[src/rtl/led_scan_pkg.sv]
package led_scan_pkg;
   // width of an index able to address n lines (at least 1 bit)
   function automatic int unsigned idx_width(input int unsigned n);
      return (n <= 2) ? 1 : $clog2(n);
   endfunction
endpackage

[src/rtl/led_com_pick.sv]
// Finds the lowest set mask bit whose index is >= from_idx.
module led_com_pick #(
   parameter int unsigned N_COM = 12,
   localparam int unsigned IDX_W = led_scan_pkg::idx_width(N_COM)
) (
   input  logic [N_COM-1:0] mask,
   input  logic [IDX_W:0]   from_idx,
   output logic             found,
   output logic [IDX_W-1:0] pick_idx
);
   logic [N_COM-1:0] qual;

   for (genvar i = 0; i < N_COM; i++) begin : g_qual
      assign qual[i] = mask[i] && ((IDX_W+1)'(i) >= from_idx);
   end

   always_comb begin
      found    = 1'b0;
      pick_idx = '0;
      for (int i = N_COM-1; i >= 0; i--) begin
         if (qual[i]) begin
            found    = 1'b1;
            pick_idx = IDX_W'(i);
         end
      end
   end

   always_comb begin
      if (found) a_pick_r2: assert (mask[pick_idx] && ({1'b0, pick_idx} >= from_idx));
   end
endmodule

[src/rtl/led_slot_timer.sv]
// Counts ticks within one slot and flags blanking versus drive.
module led_slot_timer #(
   parameter int unsigned CNT_W = 8
) (
   input  logic             clk,
   input  logic             rst_n,
   input  logic             run,
   input  logic             tick,
   input  logic [CNT_W-1:0] duty,
   input  logic [CNT_W-1:0] dead,
   output logic             slot_end,
   output logic             lit
);
   logic [CNT_W-1:0] cnt;

   assign slot_end = run && tick && (cnt == duty);
   assign lit      = run && (cnt >= dead);

   always_ff @(posedge clk or negedge rst_n) begin
      if (!rst_n)       cnt <= '0;
      else if (!run)    cnt <= '0;
      else if (tick)    cnt <= (cnt == duty) ? '0 : cnt + 1'b1;
   end

   p_cnt_bound_r3: assert property (@(posedge clk) disable iff (!rst_n)
      run |-> cnt <= duty);
   p_hold_r3: assert property (@(posedge clk) disable iff (!rst_n)
      (run && !tick) |=> $stable(cnt));
endmodule

[src/rtl/led_com_scanner.sv]
module led_com_scanner #(
   parameter int unsigned N_COM = 12,
   parameter int unsigned CNT_W = 8,
   localparam int unsigned IDX_W = led_scan_pkg::idx_width(N_COM)
) (
   input  logic             clk,
   input  logic             rst_n,
   input  logic             en_wr,
   input  logic             en_wdata,
   output logic             run_busy,
   input  logic             duty_wr,
   input  logic [CNT_W-1:0] duty_wdata,
   input  logic             dead_wr,
   input  logic [CNT_W-1:0] dead_wdata,
   input  logic [N_COM-1:0] com_mask,
   input  logic             tick,
   output logic [N_COM-1:0] com_out,
   output logic [IDX_W-1:0] com_idx,
   output logic             frame_irq
);
   if (N_COM < 1 || N_COM > 64) begin : g_bad_ncom
      $error("N_COM out of range");
   end
   if (CNT_W < 1 || CNT_W > 16) begin : g_bad_cntw
      $error("CNT_W out of range");
   end

   logic             busy, stop_req, in_frame;
   logic [IDX_W-1:0] idx;
   logic [N_COM-1:0] mask_f;
   logic [CNT_W-1:0] duty_q, dead_pend, dead_act;
   logic             slot_end, lit;
   logic             start_found, next_found;
   logic [IDX_W-1:0] start_idx, next_idx;

   led_com_pick #(.N_COM(N_COM)) u_start (
      .mask(com_mask), .from_idx('0), .found(start_found), .pick_idx(start_idx));

   led_com_pick #(.N_COM(N_COM)) u_next (
      .mask(mask_f), .from_idx({1'b0, idx} + 1'b1),
      .found(next_found), .pick_idx(next_idx));

   led_slot_timer #(.CNT_W(CNT_W)) u_timer (
      .clk(clk), .rst_n(rst_n), .run(in_frame), .tick(tick),
      .duty(duty_q), .dead(dead_act), .slot_end(slot_end), .lit(lit));

   always_ff @(posedge clk or negedge rst_n) begin
      if (!rst_n) begin
         busy      <= 1'b0;
         stop_req  <= 1'b0;
         in_frame  <= 1'b0;
         idx       <= '0;
         mask_f    <= '0;
         duty_q    <= '0;
         dead_pend <= '0;
         dead_act  <= '0;
         frame_irq <= 1'b0;
      end else begin
         frame_irq <= 1'b0;
         if (en_wr) begin
            if (en_wdata) begin
               busy     <= 1'b1;
               stop_req <= 1'b0;
            end else if (busy) begin
               stop_req <= 1'b1;
            end
         end
         if (duty_wr && !busy) duty_q <= duty_wdata;
         if (dead_wr)          dead_pend <= dead_wdata;

         if (busy && !in_frame) begin
            if (stop_req) begin
               busy     <= 1'b0;
               stop_req <= 1'b0;
            end else if (start_found) begin
               in_frame <= 1'b1;
               idx      <= start_idx;
               mask_f   <= com_mask;
               dead_act <= dead_pend;
            end
         end else if (in_frame && slot_end) begin
            if (next_found) begin
               idx <= next_idx;
            end else begin
               frame_irq <= 1'b1;
               if (stop_req) begin
                  busy     <= 1'b0;
                  stop_req <= 1'b0;
                  in_frame <= 1'b0;
               end else if (start_found) begin
                  idx      <= start_idx;
                  mask_f   <= com_mask;
                  dead_act <= dead_pend;
               end else begin
                  in_frame <= 1'b0;
               end
            end
         end
      end
   end

   for (genvar i = 0; i < N_COM; i++) begin : g_drive
      assign com_out[i] = lit && (idx == IDX_W'(i));
   end

   assign com_idx  = idx;
   assign run_busy = busy;

   p_onehot_r5: assert property (@(posedge clk) disable iff (!rst_n)
      $onehot0(com_out));
   p_idx_match_r5: assert property (@(posedge clk) disable iff (!rst_n)
      (|com_out) |-> com_out[com_idx]);
   p_dark_idle_r8: assert property (@(posedge clk) disable iff (!rst_n)
      !busy |-> (com_out == '0));
   p_stop_only_r8: assert property (@(posedge clk) disable iff (!rst_n)
      $fell(busy) |-> $past(stop_req));
   p_duty_lock_r10: assert property (@(posedge clk) disable iff (!rst_n)
      (busy && $past(busy)) |-> $stable(duty_q));
   p_lit_enabled_r2: assert property (@(posedge clk) disable iff (!rst_n)
      (|com_out) |-> mask_f[com_idx]);
endmodule

[config.mk]
export PLATFORM = sky130hd
export DESIGN_NAME = led_com_scanner
export DESIGN_NICKNAME = d
export VERILOG_FILES = /design/src/rtl/led_scan_pkg.sv /design/src/rtl/led_com_pick.sv /design/src/rtl/led_slot_timer.sv /design/src/rtl/led_com_scanner.sv
export SDC_FILE = /design/constraint.sdc
export NUM_CORES = 1
export LEC_CHECK = 0
export ABC_AREA = 1
export BUFFER_PORTS_ARGS = -buffer_cell sky130_fd_sc_hd__buf_2
export CAP_MARGIN = 20
export CORE_MARGIN = 4
export CORE_UTILIZATION = 25
export CTS_CLUSTER_SIZE = 28
export DETAILED_ROUTE_END_ITERATION = 8
export MAX_ROUTING_LAYER = met4
export PLACE_DENSITY = 0.43
export SYNTH_ARGS = -nofsm -noshare
export SYNTH_HDL_FRONTEND = slang
export SYNTH_SLANG_ARGS = --single-unit
export TNS_END_PERCENT = 10
[constraint.sdc]
create_clock -name clk -period 2.17 [get_ports clk]
set_input_delay 0.434 -clock clk [delete_from_list [all_inputs] [get_ports clk]]
set_output_delay 0.434 -clock clk [all_outputs]
set_load 0.1 [all_outputs]
==> flow_summary.ini <==
[detailed_routing]
drt_pre_antenna_iters = 5
wl_per_cell_um = 12.6
routed_via_density = 4.28
finalWirelength_mm = 8.55
num_vias = 2912
detail-route-antenna-nets = 0
drt_iter0_markers = 103
drc_errors = 0

[timing]
rsz0062_at_grt = yes
maxSlewViolCount = 0
worstMarginPinSlew_ns = 0.496
min_period_ns = 2.74
setup_viol = 38
finClkSkew_ns = 0.00306
worst_slack_ns = -0.566
hold_viol = 0
slew_headroom_pct = 67.2
finalCritPeriodShare_pct = 126
max_freq_mhz = 366
timing.hold.ws_ns = 0.0968

[setup_path]
cp_data_required_time_ns = 1.74
cp-end-kind = output port
cp_cell_sequence = ha_4, o21ai_2, a21boi_2, o21ai_1, nand2_1, nand2_1, nand2_1, a21oi_2, o21ai_2, o21ai_2, buf_6, buf_12, nor3_4, buf_12
cp_slowest_cell = dfrtp_1
r2r-start = com_idx[0]
max_stage_delay_ns = 0.41
start_kind = register
arrival_ns = 2.30
critPathTopFamily = compound AO/OA/AOI/OAI gates
path_max_fanout = 6
worstSetupStartpoint = u_timer.cnt[1]
path_class = reg2out
crit_buf_inv = 3

[synthesis]
synth_warnings = 0
synth-edff-count = 0
avgSynthCellArea_um2 = 8.06
synth_seq_area_share_pct = 40.2
syn-num-nets = 450
syn_area_um2 = 3240
synthArstFlopShare_pct = 100
ys.flop_type = dfrtp_1
yosysUniqueCellTypes = 36
synth_cells = 402
synth-seq-cells = 52

[global_routing]
antenna_found_initial = 0
grt_busiest_layer = met2
grt_pass1_wl_mm = 14.3
overflow = 0
grtUsageMet1_pct = 13.6
globalRouteMet3Util_pct = 1.86
met2_usage_pct = 23.1
grt_use_total_pct = 12.5
grt_pass1_vias = 3079
grt_max_degree = 35

[clock_network]
cts-htree-levels = 2
cts_root_buffer = clkbuf_16
clock_sinks = 52
clock_path_buffers = 2
cts_buffers = 5
clk_latency_ns = 0.29
clk_pin_slew_worst_paths_ns = 0.07
cts_tree = done
hold_buffers = 0

[floorplanning]
rows = 41
coreArea_um2 = 12700
ios = 53
die_y_um = 122
start_util_pct = 25.6
dieArea_um2 = 14800
die_w_um = 122

[cells_and_area]
synthToLayoutAreaGrowth_pct = 44.2
final_nets = 557
utilization_pct = 36.9
final_layout_size_suffix_gt1_share_pct = 40.1
nFillCells = 1337
antenna_cells = 0

[power]
p_leak_uw = 0.00225
p_per_area_nw_per_um2 = 745
max-vdd-ir-drop_uv = 267

[run]
maxCapViolCount = 0

[status]
status = finished, violations left
violations = setup timing

[placed_design]
hpwl_mm = 6.81
gp_congestion = 0.915
place_worst_setup_slack_ns = -0.362
port_buffers = 52

[hold_path]
holdCritPathClass = in2async
==> per-stage QoR <==
stage | cell area (um2) | power [uW] | cells | setup TNS [ns]
final | 4670 | 3480 | 681 | -9.60
after floorplan | 3370 | 2030 | 402 | -11.85
after detailed placement | 4250 | 2590 | 672 | -11.14
after global routing | 4670 | 3740 | 681 | -16.28
after CTS | 4590 | 3480 | 679 | -10.30
after global placement | 4250 | 2570 | 672 | -10.03
==> state kept, by name, summed over array words and instances (netlist names) <==
name,count
run_busy,1
dead_act,8
in_frame,1
frame_irq,1
com_idx,4
duty_q,8
u_timer.cnt,8
stop_req,1
dead_pend,8
mask_f,12
==> what timing repair did <==
action                     4_1_cts  5_1_grt
cloned                           0        1
pin swaps                        1        3
buffers inserted                 0        1
setup endpoints to repair       40       40
gates resized for setup         56       17
==> where the power goes <==
group	leakage [uW]	internal, uW	switching [uW]	total [uW]
logic	0.00156	637	980	1620
registers	0.000617	1040	50.5	1090
clock network	0.0000667	421	351	772
==> cell families after synthesis <==
logic type,share of synthesized area [%]
and+or+nand+nor,24.6
muxes,5.21
DFF,40.2
AOI/OAI and AO/OA,12.2
xor gates and xnor gates,3.24
buffers and inverters,9.50
adders and majority gates,5.02
==> final timing paths <==
check / end / cells past startpoint / slack, ns
worst min register to register: dead_act[3] / 2 / 0.49
worst max-delay path: com_out[7] / 14 / -0.57
max in group asynchronous: mask_f[3] / 2 / 1.52
min in group clk: dead_pend[0] / 3 / 0.35
worst max register to register: mask_f[11] / 18 / -0.21
worst min-delay path: duty_q[3] / 1 / 0.1
==> layout make-up <==
class | instances | area [um2] | area share (%)
clock inverter | 1 | 5.00 | 0.107
tap | 172 | 215 | 4.61
timing repair buffer | 106 | 933 | 20.0
multi-input combinational | 277 | 1830 | 39.1
clock buffer | 6 | 129 | 2.76
inverter | 67 | 251 | 5.38
sequential | 52 | 1310 | 28.1
==> cell usage in the layout (no fill, tap or decap), drive strengths merged <==
cell type / synthesis / final
o31ai: 1 / 1
nor3: 7 / 7
a21boi: 1 / 1
o211ai: 3 / 3
xor2: 3 / 3
dfrtp: 52 / 52
o21bai: 2 / 2
ha: 13 / 13
clkinv: 0 / 1
a21oi: 10 / 10
buf: 4 / 105
inv: 67 / 67
o21ai: 30 / 30
nor4: 1 / 1
nor2: 44 / 44
o22ai: 6 / 6
nand3: 21 / 21
nand4: 1 / 1
xnor2: 9 / 9
o21a: 5 / 5
clkbuf: 2 / 7
nand2: 101 / 101
a22oi: 3 / 3
mux2: 15 / 15
nand3b: 1 / 1
==> Yosys cell counts, types with 2 or more instances <==
cell      number  area (um2)
nand2_1       90         338
inv_1         63         236
dfrtp_1       52        1300
nor2_1        38         143
nand3_1       19        95.1
mux2_2        15         169
o21ai_0       15        75.1
ha_1          13         163
o21ai_2       12         105
a21oi_1       10        50.1
nand2_2        9        56.3
xnor2_1        9        78.8
nor3_1         7        35.0
o22ai_1        6        37.5
o21a_1         5        37.5
inv_2          4        15.0
a22oi_1        3        22.5
nor2_2         3        18.8
o211ai_1       3        22.5
o21ai_1        3        15.0
xor2_1         3        26.3
buf_8          2        30.0
clkbuf_1       2        7.51
nand2_4        2        22.5
nor2_4         2        22.5
o21bai_1       2        15.0
==> routing by layer <==
| metal | routed length, um | up-vias |
|---|---|---|
| li1 | - | 1490 |
| met2 | 4530 | 59 |
| met4 | 224 | 0 |
| met5 | 0 | - |
| met1 | 3510 | 1350 |
| met3 | 281 | 13 |
(Power assumes the default switching activity.)
